<file path="config.mk">
export PLATFORM = sky130hd
export DESIGN_NAME = dual_capture_timer
export DESIGN_NICKNAME = d
export VERILOG_FILES = /design/src/rtl/dct_pkg.sv /design/src/rtl/dct_edge_detect.sv /design/src/rtl/dct_down_counter.sv /design/src/rtl/dct_pending.sv /design/src/rtl/dual_capture_timer.sv
export SDC_FILE = /design/constraint.sdc
export NUM_CORES = 1
export LEC_CHECK = 0
export CAP_MARGIN = 20
export CELL_PAD_IN_SITES_DETAIL_PLACEMENT = 0
export CELL_PAD_IN_SITES_GLOBAL_PLACEMENT = 1
export CORE_MARGIN = 4
export CORE_UTILIZATION = 47
export DETAILED_ROUTE_END_ITERATION = 10
export DONT_BUFFER_PORTS = 1
export PLACE_DENSITY_LB_ADDON = 0.08
export REMOVE_ABC_BUFFERS = 1
export SLEW_MARGIN = 30
export SYNTH_ARGS = -nofsm -noshare
export SYNTH_HDL_FRONTEND = slang
export SYNTH_HIERARCHICAL = 1
export SYNTH_SLANG_ARGS = --single-unit
</file>
<file path="constraint.sdc">
create_clock -name clk -period 2.6 [get_ports clk]
set_input_delay 0.78 -clock clk [delete_from_list [all_inputs] [get_ports clk]]
set_output_delay 0.78 -clock clk [all_outputs]
set_load 0.05 [all_outputs]
</file>
<file path="src/rtl/dct_pkg.sv">
package dct_pkg;

    localparam int unsigned NUM_CAP = 2;
    localparam int unsigned NUM_SRC = 4;

    typedef enum logic [1:0] {
        SRC_CAP_A = 2'd0,
        SRC_CAP_B = 2'd1,
        SRC_UF1   = 2'd2,
        SRC_UF2   = 2'd3
    } src_e;

    typedef enum logic [1:0] {
        RD_CAP_A = 2'd0,
        RD_CAP_B = 2'd1,
        RD_CNT1  = 2'd2,
        RD_CNT2  = 2'd3
    } rdsel_e;

    typedef struct packed {
        logic rising;
        logic preset;
    } cap_cfg_t;

    function automatic logic edge_hit(input logic cur, input logic prev, input logic rising);
        return rising ? (cur & ~prev) : (~cur & prev);
    endfunction

endpackage

</file>
<file path="src/rtl/dct_edge_detect.sv">
module dct_edge_detect
    import dct_pkg::*;
#(
    parameter int unsigned STAGES = 2
) (
    input  logic clk,
    input  logic rst,
    input  logic pin,
    input  logic rising,
    output logic hit
);
    localparam int unsigned CHAIN_W = STAGES + 1;

    logic [CHAIN_W-1:0] chain;

    always_ff @(posedge clk) begin
        if (rst) chain <= '0;
        else     chain <= {chain[CHAIN_W-2:0], pin};
    end

    assign hit = edge_hit(chain[STAGES-1], chain[STAGES], rising);

endmodule

</file>
<file path="src/rtl/dct_down_counter.sv">
module dct_down_counter #(
    parameter int unsigned W = 16
) (
    input  logic         clk,
    input  logic         rst,
    input  logic         tick,
    input  logic         halt,
    input  logic         load,
    output logic [W-1:0] cnt,
    output logic         uflow
);
    localparam logic [W-1:0] ALL_ONES = {W{1'b1}};

    logic advance;
    assign advance = tick & ~halt & ~load;
    assign uflow   = advance & (cnt == '0);

    always_ff @(posedge clk) begin
        if (rst)          cnt <= ALL_ONES;
        else if (halt)    cnt <= cnt;
        else if (load)    cnt <= ALL_ONES;
        else if (advance) cnt <= cnt - 1'b1;
    end

    a_r10_halt_holds: assert property (@(posedge clk) disable iff (rst)
        halt |=> $stable(cnt));

    a_r9_wrap: assert property (@(posedge clk) disable iff (rst)
        (tick && !halt && !load && cnt == '0) |=> (cnt == ALL_ONES));

    a_r9_step: assert property (@(posedge clk) disable iff (rst)
        (tick && !halt && !load && cnt != '0) |=> (cnt == $past(cnt) - 1'b1));

    a_r9_idle: assert property (@(posedge clk) disable iff (rst)
        (!tick && !load) |=> $stable(cnt));

endmodule

</file>
<file path="src/rtl/dct_pending.sv">
module dct_pending #(
    parameter int unsigned N = 4
) (
    input  logic         clk,
    input  logic         rst,
    input  logic [N-1:0] set,
    input  logic [N-1:0] clr,
    output logic [N-1:0] pend
);
    always_ff @(posedge clk) begin
        if (rst) pend <= '0;
        else     pend <= (pend & ~clr) | set;
    end

    a_r7_event_wins: assert property (@(posedge clk) disable iff (rst)
        (set != '0) |=> ((pend & $past(set)) == $past(set)));

    a_r7_clear: assert property (@(posedge clk) disable iff (rst)
        ((clr & ~set) != '0) |=> ((pend & $past(clr & ~set)) == '0));

    a_r6_sticky: assert property (@(posedge clk) disable iff (rst)
        (clr == '0) |=> ((pend & $past(pend)) == $past(pend)));

endmodule

</file>
<file path="src/rtl/dual_capture_timer.sv">
module dual_capture_timer
    import dct_pkg::*;
#(
    parameter int unsigned W           = 16,
    parameter int unsigned SYNC_STAGES = 2
) (
    input  logic                 clk,
    input  logic                 rst,
    input  logic                 tick1,
    input  logic                 tick2,
    input  logic                 pin_a,
    input  logic                 pin_b,
    input  logic                 rise_a,
    input  logic                 rise_b,
    input  logic                 preset_a,
    input  logic                 preset_b,
    input  logic                 cnt1_ext_req,
    input  logic                 cnt2_ext_req,
    input  logic [NUM_SRC-1:0]   irq_en,
    input  logic [NUM_SRC-1:0]   pend_clr,
    input  logic                 rd_en,
    input  logic [1:0]           rd_sel,
    output logic [W-1:0]         rd_data,
    output logic [W-1:0]         cap_a,
    output logic [W-1:0]         cap_b,
    output logic [NUM_SRC-1:0]   pend,
    output logic                 irq
);
    logic [NUM_CAP-1:0] pin_v;
    logic [NUM_CAP-1:0] hit;
    cap_cfg_t           cfg [NUM_CAP];
    logic [W-1:0]       cap_q [NUM_CAP];
    logic [W-1:0]       cnt1;
    logic [W-1:0]       cnt2;
    logic               uf1;
    logic               uf2;
    logic               load1;
    logic [NUM_CAP-1:0] preset_hit;
    logic [NUM_SRC-1:0] ev;

    assign pin_v  = {pin_b, pin_a};
    assign cfg[0] = '{rising: rise_a, preset: preset_a};
    assign cfg[1] = '{rising: rise_b, preset: preset_b};

    for (genvar g = 0; g < NUM_CAP; g++) begin : g_cap
        dct_edge_detect #(.STAGES(SYNC_STAGES)) u_edge (
            .clk    (clk),
            .rst    (rst),
            .pin    (pin_v[g]),
            .rising (cfg[g].rising),
            .hit    (hit[g])
        );

        assign preset_hit[g] = hit[g] & cfg[g].preset;

        always_ff @(posedge clk) begin
            if (rst)         cap_q[g] <= '0;
            else if (hit[g]) cap_q[g] <= cnt1;
        end
    end

    assign load1 = |preset_hit;

    dct_down_counter #(.W(W)) u_cnt1 (
        .clk   (clk),
        .rst   (rst),
        .tick  (tick1),
        .halt  (cnt1_ext_req),
        .load  (load1),
        .cnt   (cnt1),
        .uflow (uf1)
    );

    dct_down_counter #(.W(W)) u_cnt2 (
        .clk   (clk),
        .rst   (rst),
        .tick  (tick2),
        .halt  (cnt2_ext_req),
        .load  (1'b0),
        .cnt   (cnt2),
        .uflow (uf2)
    );

    always_comb begin
        ev            = '0;
        ev[SRC_CAP_A] = hit[0];
        ev[SRC_CAP_B] = hit[1];
        ev[SRC_UF1]   = uf1;
        ev[SRC_UF2]   = uf2;
    end

    dct_pending #(.N(NUM_SRC)) u_pend (
        .clk  (clk),
        .rst  (rst),
        .set  (ev),
        .clr  (pend_clr),
        .pend (pend)
    );

    assign irq   = |(pend & irq_en);
    assign cap_a = cap_q[0];
    assign cap_b = cap_q[1];

    always_ff @(posedge clk) begin
        if (rst) begin
            rd_data <= '0;
        end else if (rd_en) begin
            case (rdsel_e'(rd_sel))
                RD_CAP_A: rd_data <= cap_q[0];
                RD_CAP_B: rd_data <= cap_q[1];
                RD_CNT1:  rd_data <= cnt1;
                default:  rd_data <= cnt2;
            endcase
        end
    end

    a_r2_cap_a_copy: assert property (@(posedge clk) disable iff (rst)
        hit[0] |=> (cap_a == $past(cnt1)));

    a_r2_cap_b_copy: assert property (@(posedge clk) disable iff (rst)
        hit[1] |=> (cap_b == $past(cnt1)));

    a_r4_preset_loads: assert property (@(posedge clk) disable iff (rst)
        (load1 && !cnt1_ext_req) |=> (cnt1 == {W{1'b1}}));

    a_r11_read_old: assert property (@(posedge clk) disable iff (rst)
        (rd_en && rd_sel == 2'd0) |=> (rd_data == $past(cap_a)));

    a_r8_irq_needs_enable: assert property (@(posedge clk) disable iff (rst)
        (irq_en == '0) |-> !irq);

endmodule

</file>
# Word level (Yosys, flattened, before mapping)
# Memory sizes are Yosys's and may differ from the RTL's.
# Cells that the tools add are included.
[totals]
register_bits = 58
mem_bits_rw = 32
in_bits = 23
out_inout_bits = 53
elab_cells = 58
mem_count = 1
[op_classes]
n_addsub = 2
n_eq_ne = 2
n_mux = 15
bitwise_logic = 24
reduce_logical = 8
[memory_table]
columns = ["memory", "words", "word_bits", "read_ports", "rd_ports_with_merged_regs", "wr", "line", "source"]
rows = [
  ["cap_q", 2, 16, 2, 0, 2, "dual_capture_timer.sv:32", "logic [W-1:0] cap_q [NUM_CAP];"],
]
[op_table]
columns = ["operator", "count"]
rows = [
  ["$mux W16", 4],
  ["$pmux W16 S3", 1],
  ["$logic_not A16 Y1", 2],
  ["$sub A16 B1 Y16 const B", 2],
  ["$and A1 B1 Y1", 11],
  ["$mux W1", 10],
  ["$and A4 B4 Y4", 2],
  ["$not A1 Y1", 7],
  ["$not A4 Y4", 1],
  ["$or A4 B4 Y4", 1],
  ["$reduce_and A2 Y1", 2],
  ["$reduce_or A4 Y1", 1],
  ["$eq A2 B1 Y1 const B", 1],
  ["$eq A2 B2 Y1 const B", 1],
  ["$logic_not A2 Y1", 1],
  ["$or A1 B1 Y1", 2],
  ["$reduce_bool A2 Y1", 1],
  ["$reduce_or A2 Y1", 1],
]

# Longest topological paths before layout
# Gate-level depths: netlist of run 1.
[logic_depth]
word_depth = 9
depth_mapped = 8
ltp_nobuf = 8

# By module
# The synthesis of run 1 kept the hierarchy.
[by_module_without_submodules]
columns = ["mod", "n_inst", "cells_per_inst", "area_per_inst_um2", "seq_area_each_um2"]
rows = [
  ["dual_capture_timer", 1, 167, 2302.2, 1281.2],
  ["dct_down_counter", 2, 90, 767.0, 320.3],
  ["dct_edge_detect", 2, 9, 101.3, 60.1],
  ["dct_pending", 1, 16, 140.1, 80.1],
]

# Worst setup path before layout of run 1
# Ideal clock, no wire load.
[synth_path]
kind = "input to register"
from = "in rise_a"
to = "reg u_cnt1.cnt[12]"
setup_ps = 63
arrival_time_ps = 2239
required_ps = 2537
slack_ps = 298
stages = 7
path_buffers = 0
path_cell_list = "nand2_1 > o22ai_2 > a22o_1 > o21ba_2 > nand4_1 > or4_2 > nand3_1"
[synth_via]
elab_chain_cells = 7
word_cells_on_any_way = 8
cone_classes = "mux (2); bitwise (3); reduce/logical (3)"
[synth_rtl]
columns = ["element", "line", "source"]
rows = [
  ["start, declared", "dual_capture_timer.sv:13", "input logic rise_a,"],
  ["$mux W1 *", "dct_pkg.sv:26", "return rising ? (cur & ~prev) : (~cur & prev);"],
  ["via ev[0]", "dual_capture_timer.sv:39", "logic [NUM_SRC-1:0] ev;"],
  ["$and A1 B1 Y1 *", "dual_capture_timer.sv:54", "assign preset_hit[g] = hit[g] & cfg[g].preset;"],
  ["$reduce_or A2 Y1 *", "dual_capture_timer.sv:62", "assign load1 = |preset_hit;"],
  ["via load1", "dual_capture_timer.sv:37", "logic load1;"],
  ["$not A1 Y1", "dct_down_counter.sv:15", "assign advance = tick & ~halt & ~load;"],
  ["$and A1 B1 Y1", "dct_down_counter.sv:15", ""],
  ["$reduce_bool A2 Y1 (no line)", "n/a", ""],
  ["$reduce_and A2 Y1 (no line)", "n/a", ""],
  ["end signal, assigned", "dct_down_counter.sv:20", "else if (halt) cnt <= cnt;"],
  ["end signal, assigned", "dct_down_counter.sv:22", "else if (advance) cnt <= cnt - 1'b1;"],
  ["end, declared", "dct_down_counter.sv:9", "output logic [W-1:0] cnt,"],
]
# The timed path passes the listed nets; every way through them passes the cells marked *.
# A chain may end at the register's enable or synchronous reset.

# Worst setup path after layout of run 1
[layout_path]
from = "reg u_pend.pend[0]"
to = "out irq"
[layout_via]
elab_chain_cells = 2
[layout_rtl]
columns = ["element", "line", "source"]
rows = [
  ["start, declared", "dct_pending.sv:8", "output logic [N-1:0] pend"],
  ["start signal, assigned", "dct_pending.sv:12", "else pend <= (pend & ~clr) | set;"],
  ["$and A4 B4 Y4", "dual_capture_timer.sv:100", "assign irq = |(pend & irq_en);"],
  ["$reduce_or A4 Y1", "dual_capture_timer.sv:100", ""],
  ["end, declared", "dual_capture_timer.sv:27", "output logic irq"],
]
# No other way between the ends.

==> results of run 1 <==
-- critical path, cell delays in order (launching register included) --
cell and delay (ns):
sky130_fd_sc_hd__dfxtp_1 0.31, sky130_fd_sc_hd__buf_4 0.18, sky130_fd_sc_hd__a22oi_1 0.19, sky130_fd_sc_hd__nand2_1 0.32
-- synthesized netlist by cell type, types with 7 or more instances --
library cell               count
sky130_fd_sc_hd__a21oi_1      10
sky130_fd_sc_hd__and2_1       34
sky130_fd_sc_hd__clkbuf_1      7
sky130_fd_sc_hd__dfxtp_1      58
sky130_fd_sc_hd__edfxtp_1     32
sky130_fd_sc_hd__inv_1        14
sky130_fd_sc_hd__mux2i_1      32
sky130_fd_sc_hd__nand2_1      29
sky130_fd_sc_hd__nand3_1      14
sky130_fd_sc_hd__nor2b_1       8
sky130_fd_sc_hd__nor4_1       10
sky130_fd_sc_hd__o21ai_0       8
sky130_fd_sc_hd__o221ai_2     10
sky130_fd_sc_hd__o31ai_1       8
sky130_fd_sc_hd__or3b_2       16
sky130_fd_sc_hd__xnor2_1       8
-- final timing paths --
check	end	depth (start not counted)	slack, ns
worst max register to register	u_cnt1/cnt[11]	7	0.55
worst min-delay path	g_cap[0].u_edge/chain[1]	1	0.45
worst max-delay path	irq	3	0.45
worst min register to register	g_cap[0].u_edge/chain[1]	1	0.45
-- cells in the final DEF, fill, tap and decap left out, drive strengths merged, types with 8 or more instances in the layout --
master,n
a21oi,10
and2,34
buf,13
clkbuf,10
dfxtp,58
edfxtp,32
inv,14
mux2i,32
nand2,29
nand3,14
nor2b,8
nor4,10
o21ai,8
o221ai,16
o31ai,8
or3b,17
or4,12
xnor2,8
-- metal layers --
metal	vias up	track usage (%)	part of all wire (%)
met5	-	0	0
met4	0	8.78	2.7
met3	24	4.98	4.6
met2	64	31.6	47
met1	1458	26.6	46
li1	1427	-	-
-- state kept, by name, summed over array words and instances, names as in the netlist --
register	count
u_cnt2/cnt	16
g_cap.u_edge/chain	6
u_cnt1/cnt	16
cap_q	32
u_pend/pend	4
rd_data	16
-- layout make-up --
cell class	count	area, um^2	area share (%)
inverter	14	52.6	1.17
clock inverter	6	32.5	0.722
sequential	90	2120	47.1
clock buffer	10	138	3.05
timing repair buffer	13	97.6	2.16
tap	108	135	3.00
multi-input combinational	267	1930	42.8
-- through the flow --
step	instances	util [%]	setup WS (ns)	instance area, um^2	hold WS, ns
6_report	508	51.9	0.452	4510	0.452
5_1_grt	508	51.9	0.343	4510	0.460
4_1_cts	508	51.9	0.430	4510	0.456
3_5_place_dp	492	50.0	0.228	4340	0.438
3_3_place_gp	492	50.0	0.253	4340	0.432
2_1_floorplan	371	-	0.294	4110	0.414
-- cell families (layout without fill, tap and decap cells) --
family	Yosys count	count (layout)	synth area share [%]
AOI/OAI and AO/OA	53	53	10.9
adders and majority gates	2	2	0.599
other	1	5	0.0897
DFF	90	90	50.8
xor gates and xnor gates	14	14	2.93
muxes	32	32	7.66
and+or+nand+nor	161	161	23.7
buffers and inverters	28	43	3.38
-- power by group through the flow --
| stage | clock (mW) | combinational, mW | sequential [mW] |
|---|---|---|---|
| finish | 0.858 | 0.154 | 1.74 |
| global route | 0.931 | 0.172 | 1.75 |
| CTS | 0.882 | 0.156 | 1.74 |
| detailed placement | 0 | 0.156 | 1.77 |
| global placement | 0 | 0.153 | 1.77 |
| floorplan | 0 | 0.116 | 1.76 |
==> summary by stage, run 1 <==
Run status
The run finished with clean final reports.

Logic synthesis
The number of synthesized flops with an enable pin is 32. The synthesized design contains 90 register bits. The area fraction of the dominant cell type after synthesis is 27.8%. The distinct cell type count after synthesis is 45. The most used flip-flop cell after synthesis is sky130_fd_sc_hd__dfxtp_1.

Yosys printed 6 warnings. Of all flip-flops after synthesis, the portion carrying an async set or reset was 0%. The post-synthesis instance area is 4180 um^2. Synthesis handed over a netlist of 381 instances. The per-instance average area after synthesis is 11.0 um^2.

By area the synthesized netlist is led by sky130_fd_sc_hd__dfxtp_1 28%, sky130_fd_sc_hd__edfxtp_1 23%, sky130_fd_sc_hd__mux2i_1 7.7%, sky130_fd_sc_hd__and2_1 5.1%, sky130_fd_sc_hd__o221ai_2 3.6%. The dominant cell type by area after synthesis is sky130_fd_sc_hd__dfxtp_1. For this run, the register share of the synthesized area comes to 50.8%.

Pwr
The completed layout was analyzed and its total power is 2.75 mW. Internal power comes to 1.96 mW. Of the total power, registers draw 63.2%. In this run the static leakage power is 1.65 nW. Net switching is 29.0% of the power.

The switching power summed over all nets is 798 uW. Combinational cells account for 5.6% of the total power. Power spread over the standard cell area amounts to 611 nW/um^2. The peak supply drop is 0.315 mV. The clock network is responsible for 31.2% of the overall power.

Final layout
The area growth from synthesis to layout is 7.87%. The count of inserted antenna diode cells is 0. The number of filler cells placed in the layout is 823.

The net count of the finished layout is 420. The layout cell share with drive strength beyond 1 is 17.0%.

Setup path
By startpoint and endpoint, the worst setup path is classified as flop to output pin. The launching element type of the critical path is a flop. The most critical setup path has its startpoint at u_pend/pend[0]. The maximum fanout along the worst path is 3.

In this run the critical register-to-register path is launched from g_cap[0].u_edge/chain[1]. For the worst setup path, the data arrival time is 1.37 ns. STA puts the critical path data required time at 1.82 ns. STA classifies the critical path endpoint as an output pin.

GRT
The first global-routing pass estimated 16000 um of wire. The global-route usage over all layers is 20.2%. The via count of the first global-routing pass came to 2950. The number of antenna violations at the first check in global routing came to 0. The largest net degree at the start of global routing is 37. The leftover overflow at the end of global routing is 0.

Clocking
TritonCTS created 9 clock buffers. The depth of the CTS H-tree is 3. TritonCTS built the clock tree. In this run, post-CTS repair resized a total of 0 instances.

After clock tree synthesis, the clock-pin slew on the worst setup and hold paths is 0.09 ns. Counting along the longest clock path gives a buffer depth of 2. The number of hold buffers added after CTS is 0. The clock latency on the worst-skew pair is 0.36 ns. The CTS root buffer is sky130_fd_sc_hd__clkbuf_8. The number of setup buffers added after CTS is 0. The number of clock sinks seen by CTS is 90.

Route
The remaining design rule violation count is 0. The detail-routed via count per cell is 5.85. The number of nets with antenna violations after routing is 0. The aggregate routed wire length is 10000 um. The detail-routed net length per standard cell is 19.8 um.

The first routing iteration left 108 violations. The via count is 2973. The first detailed-routing pass took 4 iterations.

Timing
For the final database, setup skew stands at 0.00919 ns. The number of endpoints with negative hold slack in the final report is 0. Headroom to the max-slew limit came out at 39.9%. The final count of pins violating max slew is 0. The setup-violating endpoint count in the final report is 0. The highest clock rate is 466 MHz. The measured slew at the worst slew-check pin is 0.901 ns. Setup repair after global routing left no endpoint under its margin. The shortest period the worst path allows is 2.15 ns. Dividing the final minimum period by the clock period gives 82.6%.

The setup TNS is 0 ns.

Floorplanning
In this run the standard cell core region covers 8680 um^2. The number of top-level pins is 76. The total die area is 10500 um^2. The vertical die dimension is 102 um. The initialized floorplan defines 34 standard-cell rows.

Once the floorplan was initialized, standard cells occupied 48.2% of the core. The die is 102 um wide.

Min path
The type of the tightest min-delay check is flop to flop. The launch instance of the worst min-delay path is g_cap[0].u_edge/chain[0].

Placement
The last weighted congestion value of the routability-driven placer is 0.815. The post-detailed-placement half-perimeter wirelength is 6850 um. Buffers placed on the I/O ports in this run total 0.

Flow run
The max-capacitance violation count is 0.
No activity file was read; power rests on OpenSTA's default activity.
==> run 2, diff against run 1 <==
--- a/config.mk
+++ b/config.mk
@@ -9,7 +9,7 @@
 export CELL_PAD_IN_SITES_DETAIL_PLACEMENT = 0
 export CELL_PAD_IN_SITES_GLOBAL_PLACEMENT = 1
 export CORE_MARGIN = 4
-export CORE_UTILIZATION = 47
+export CORE_UTILIZATION = 45
 export DETAILED_ROUTE_END_ITERATION = 10
 export DONT_BUFFER_PORTS = 1
 export PLACE_DENSITY_LB_ADDON = 0.08
==> constraint.sdc (replaced) <==
create_clock -name clk -period 1.8 [get_ports clk]
set_input_delay 0.54 -clock clk [delete_from_list [all_inputs] [get_ports clk]]
set_output_delay 0.54 -clock clk [all_outputs]
set_load 0.05 [all_outputs]
==> run 2 against run 1 <==
  * Die area rose by 4.1%
  * Register-to-register slack got worse by 0.53 ns
  * Largest cell class unchanged
  * Clock power rose by 55%
  * Critical endpoint is now u_cnt1/cnt[12]
  * Final cell count rose by 12%
  * Sequential power rose by 38%
  * Worst hold slack got worse by 0.21 ns
  * Global-route usage fell by 0.052 points
  * Sequential share of layout area fell by 5.9 points
  * First-iteration DRC count rose by 8.3%
  * Clock-buffer cell count did not move
  * Combinational power rose to 2.8 times the previous value
  * Sequential cell count did not move
==> summary by stage, run 2 (synthesized netlist as in run 1, its figures left out) <==
Timing
Setup repair after global routing could not meet its margin everywhere. Headroom to the max-slew limit came out at 63.6%. The setup-violating endpoint count in the final report is 0. The highest clock rate is 561 MHz. The worst setup margin is 0.0170 ns. Across all hold checks on the routed design, the worst slack comes to 0.239 ns. The ratio of final minimum period to clock period is 99.1%. At the pin with the least slew margin, the transition time is 0.546 ns. Counting I/O delays and the setup requirement, the final critical path takes 1.78 ns. The clock arrives with 0.00870 ns of skew. The final count of pins violating max slew came to 0. The setup TNS is 0 ns. The number of endpoints with negative hold slack in the final report came to 0.

Placement
The worst setup slack before clock tree synthesis is -0.206 ns. The congestion estimate from routability-driven global placement came to 0.805. The cell area after placement is 4830 um^2. Input and output buffers added on the ports amount to 0. The post-detailed-placement half-perimeter wirelength is 7660 um. The number of placed instances, taps included, is 553.

Setup path
The endpoint type of the worst setup path is a flop. Counting buffers and inverters, the worst setup path is 7 cells deep. Data arrives at the worst endpoint at 2.08 ns. The critical path goes through nand2b_4 -> o22ai_4 -> a22o_1 -> o21ba_4 -> nand4_1 -> or4_4 -> nand3_2.

Of all nets on the critical path, the largest fanout is 3. The endpoint identified for the worst register-to-register timing path is u_cnt1/cnt[12]. In this run the critical register-to-register path is launched from g_cap[0].u_edge/chain[1]. STA classifies the critical path startpoint as a flop.

The delay of the slowest cell on the worst path is 0.51 ns. STA puts the critical path data required time at 2.10 ns. On the critical path, the stage with the largest delay is an instance of sky130_fd_sc_hd__or4_4. The most critical setup path has its endpoint at u_cnt1/cnt[12]. The launch point of the critical path is g_cap[0].u_edge/chain[1]. The internal reg-to-reg setup slack is 0.02 ns.

The kind of cell with the highest combined delay along the critical path is simple AND/OR/NAND/NOR gates. The type of the setup path with the least slack is flop to flop. The number of cells on the worst reg-to-reg path is 7.

Counting both buffers and inverters, the worst setup path holds a total of 0.

Floorplanning
The number of rows created at floorplan is 34. For this configuration, the core starts out at a cell density of 47.0%. In this run the vertical extent of the chip is 104 um. The width of the chip is 104 um. The number of top-level pins is 76. The total die area is 10900 um^2. The core region is 8890 um^2.

GRT
The highest-utilization routing layer at the global route stage is met2. The met3 track demand over resource in global routing is 4.66%. The leftover overflow at the end of global routing is 0. The number of antenna violations at the first check in global routing is 0. Entering global routing, the biggest net connects 37 pins. The global-route wire length before repair is 17400 um. The via count of the first global-routing pass is 3331. The global-route usage over all layers is 20.1%. The global routing met1 resource utilization is 26.2%. For met2 alone, demand over resource in global routing was 33.3%.

Final layout
The final instance area is 5160 um^2. Leaving out fill and tap cells, the most frequent cell in the layout is sky130_fd_sc_hd__buf_4. The post-route core utilization is 58.0%. After the last flow step, the layout net total stands at 482. Relative to the synthesized area, the layout overhead comes to 23.4%. Once layout is complete, the cells apart from fillers number 569. The layout cell share with drive strength beyond 1 is 31.9%. The number of flip-flops under the largest register name is 32. Counting flops per register, the top entry is cap_q.

In the layout the commonest cells are 70 x sky130_fd_sc_hd__buf_4, 56 x sky130_fd_sc_hd__dfxtp_1, 34 x sky130_fd_sc_hd__and2_1. The count of inserted antenna diode cells is 0.

Clocking
In this run the deepest clock path goes through 2 buffers. The number of clock sinks seen by CTS is 90. After clock tree synthesis, the clock-pin slew on the worst setup and hold paths is 0.08 ns.

The number of hold buffers added after CTS is 0. In this run the clock root is driven by a sky130_fd_sc_hd__clkbuf_8. The number of buffers created by CTS is 9. CTS built an H-tree with a depth of 3. TritonCTS built the clock tree. For the worst-skew pair, the clock arrives at the later sink with an insertion delay of 0.35 ns.

Pwr
For this design the static power due to leakage is 2.01 nW. The power per standard cell area is 806 nW/um^2. The peak supply drop is 0.328 mV. Power comes to 4.16 mW.

Route
After detailed routing, the total wire length is 10800 um. The via count is 3165. The number of search-and-repair iterations in the first detailed-routing pass is 4. For this run, design rule violations remaining after detail routing come to 0.

After the first detailed-routing iteration, the DRC count stood at 117. Dividing the detail-routed via count by the number of cells gives 5.56. The count of nets left with antenna violations once routing finished came out at 0. The detail-routed net length per standard cell is 18.9 um.

Flow run
The tool flagged a number of max-cap violations equal to 0.

Run status
The run finished with clean final reports.

Min path
The min-delay analysis places its worst path in the category input port to flop.
## run 2: cell types whose count changed in the layout (fill, tap and decap cells not counted), moves of 3 or more
cell / before / now
sky130_fd_sc_hd__nor4_2: 0 / 4
sky130_fd_sc_hd__nor4_1: 10 / 5
sky130_fd_sc_hd__buf_12: 0 / 3
sky130_fd_sc_hd__buf_4: 13 / 70
## run 2: worst min-delay path by stage
stage | from | cells after the start | to
6_report | rst | 1 | g_cap[0].u_edge/chain[1]
5_1_grt | rst | 1 | u_pend/pend[3]
4_1_cts | rst | 1 | u_pend/pend[1]
3_5_place_dp | g_cap[0].u_edge/chain[0] | 1 | g_cap[0].u_edge/chain[1]
3_3_place_gp | g_cap[0].u_edge/chain[0] | 1 | g_cap[0].u_edge/chain[1]
2_1_floorplan | g_cap[0].u_edge/chain[0] | 1 | g_cap[0].u_edge/chain[1]
## run 2: per-layer routing
layer | share of wire, % | up-vias
met4 | 0.54 | 0
li1 | - | 1548
met1 | 46 | 1549
met2 | 50 | 62
met5 | 0 | -
met3 | 3.9 | 6
## run 2: report_power, final
| part | internal (mW) | total [mW] | switching [mW] |
|---|---|---|---|
| Combinational | 0.179 | 0.424 | 0.245 |
| Sequential | 2.19 | 2.40 | 0.210 |
| Clock | 0.630 | 1.33 | 0.697 |
## run 2: layout make-up
cell class / count / area (um^2)
well taps: 108 / 135
multi-input cells: 267 / 2050
repair buffers: 75 / 608
fillers: 749 / 3730
clock inverters: 5 / 56.3
clock buffers: 10 / 128
inverters: 14 / 52.6
flip-flops and latches: 90 / 2120
## run 2: repair_timing
item / in CTS / in global routing
buffers inserted: 1 / 0
pin swaps: 1 / 9
resized for setup: 1 / 27
setup endpoints to repair: 4 / 12
## run 2: worst register-to-register path, stage by stage, from the launching register on
cell and delay [ns]:
sky130_fd_sc_hd__dfxtp_2 0.33, sky130_fd_sc_hd__nand2b_4 0.14, sky130_fd_sc_hd__o22ai_4 0.17, sky130_fd_sc_hd__a22o_1 0.21
sky130_fd_sc_hd__o21ba_4 0.17, sky130_fd_sc_hd__nand4_1 0.14, sky130_fd_sc_hd__or4_4 0.51, sky130_fd_sc_hd__nand3_2 0.07
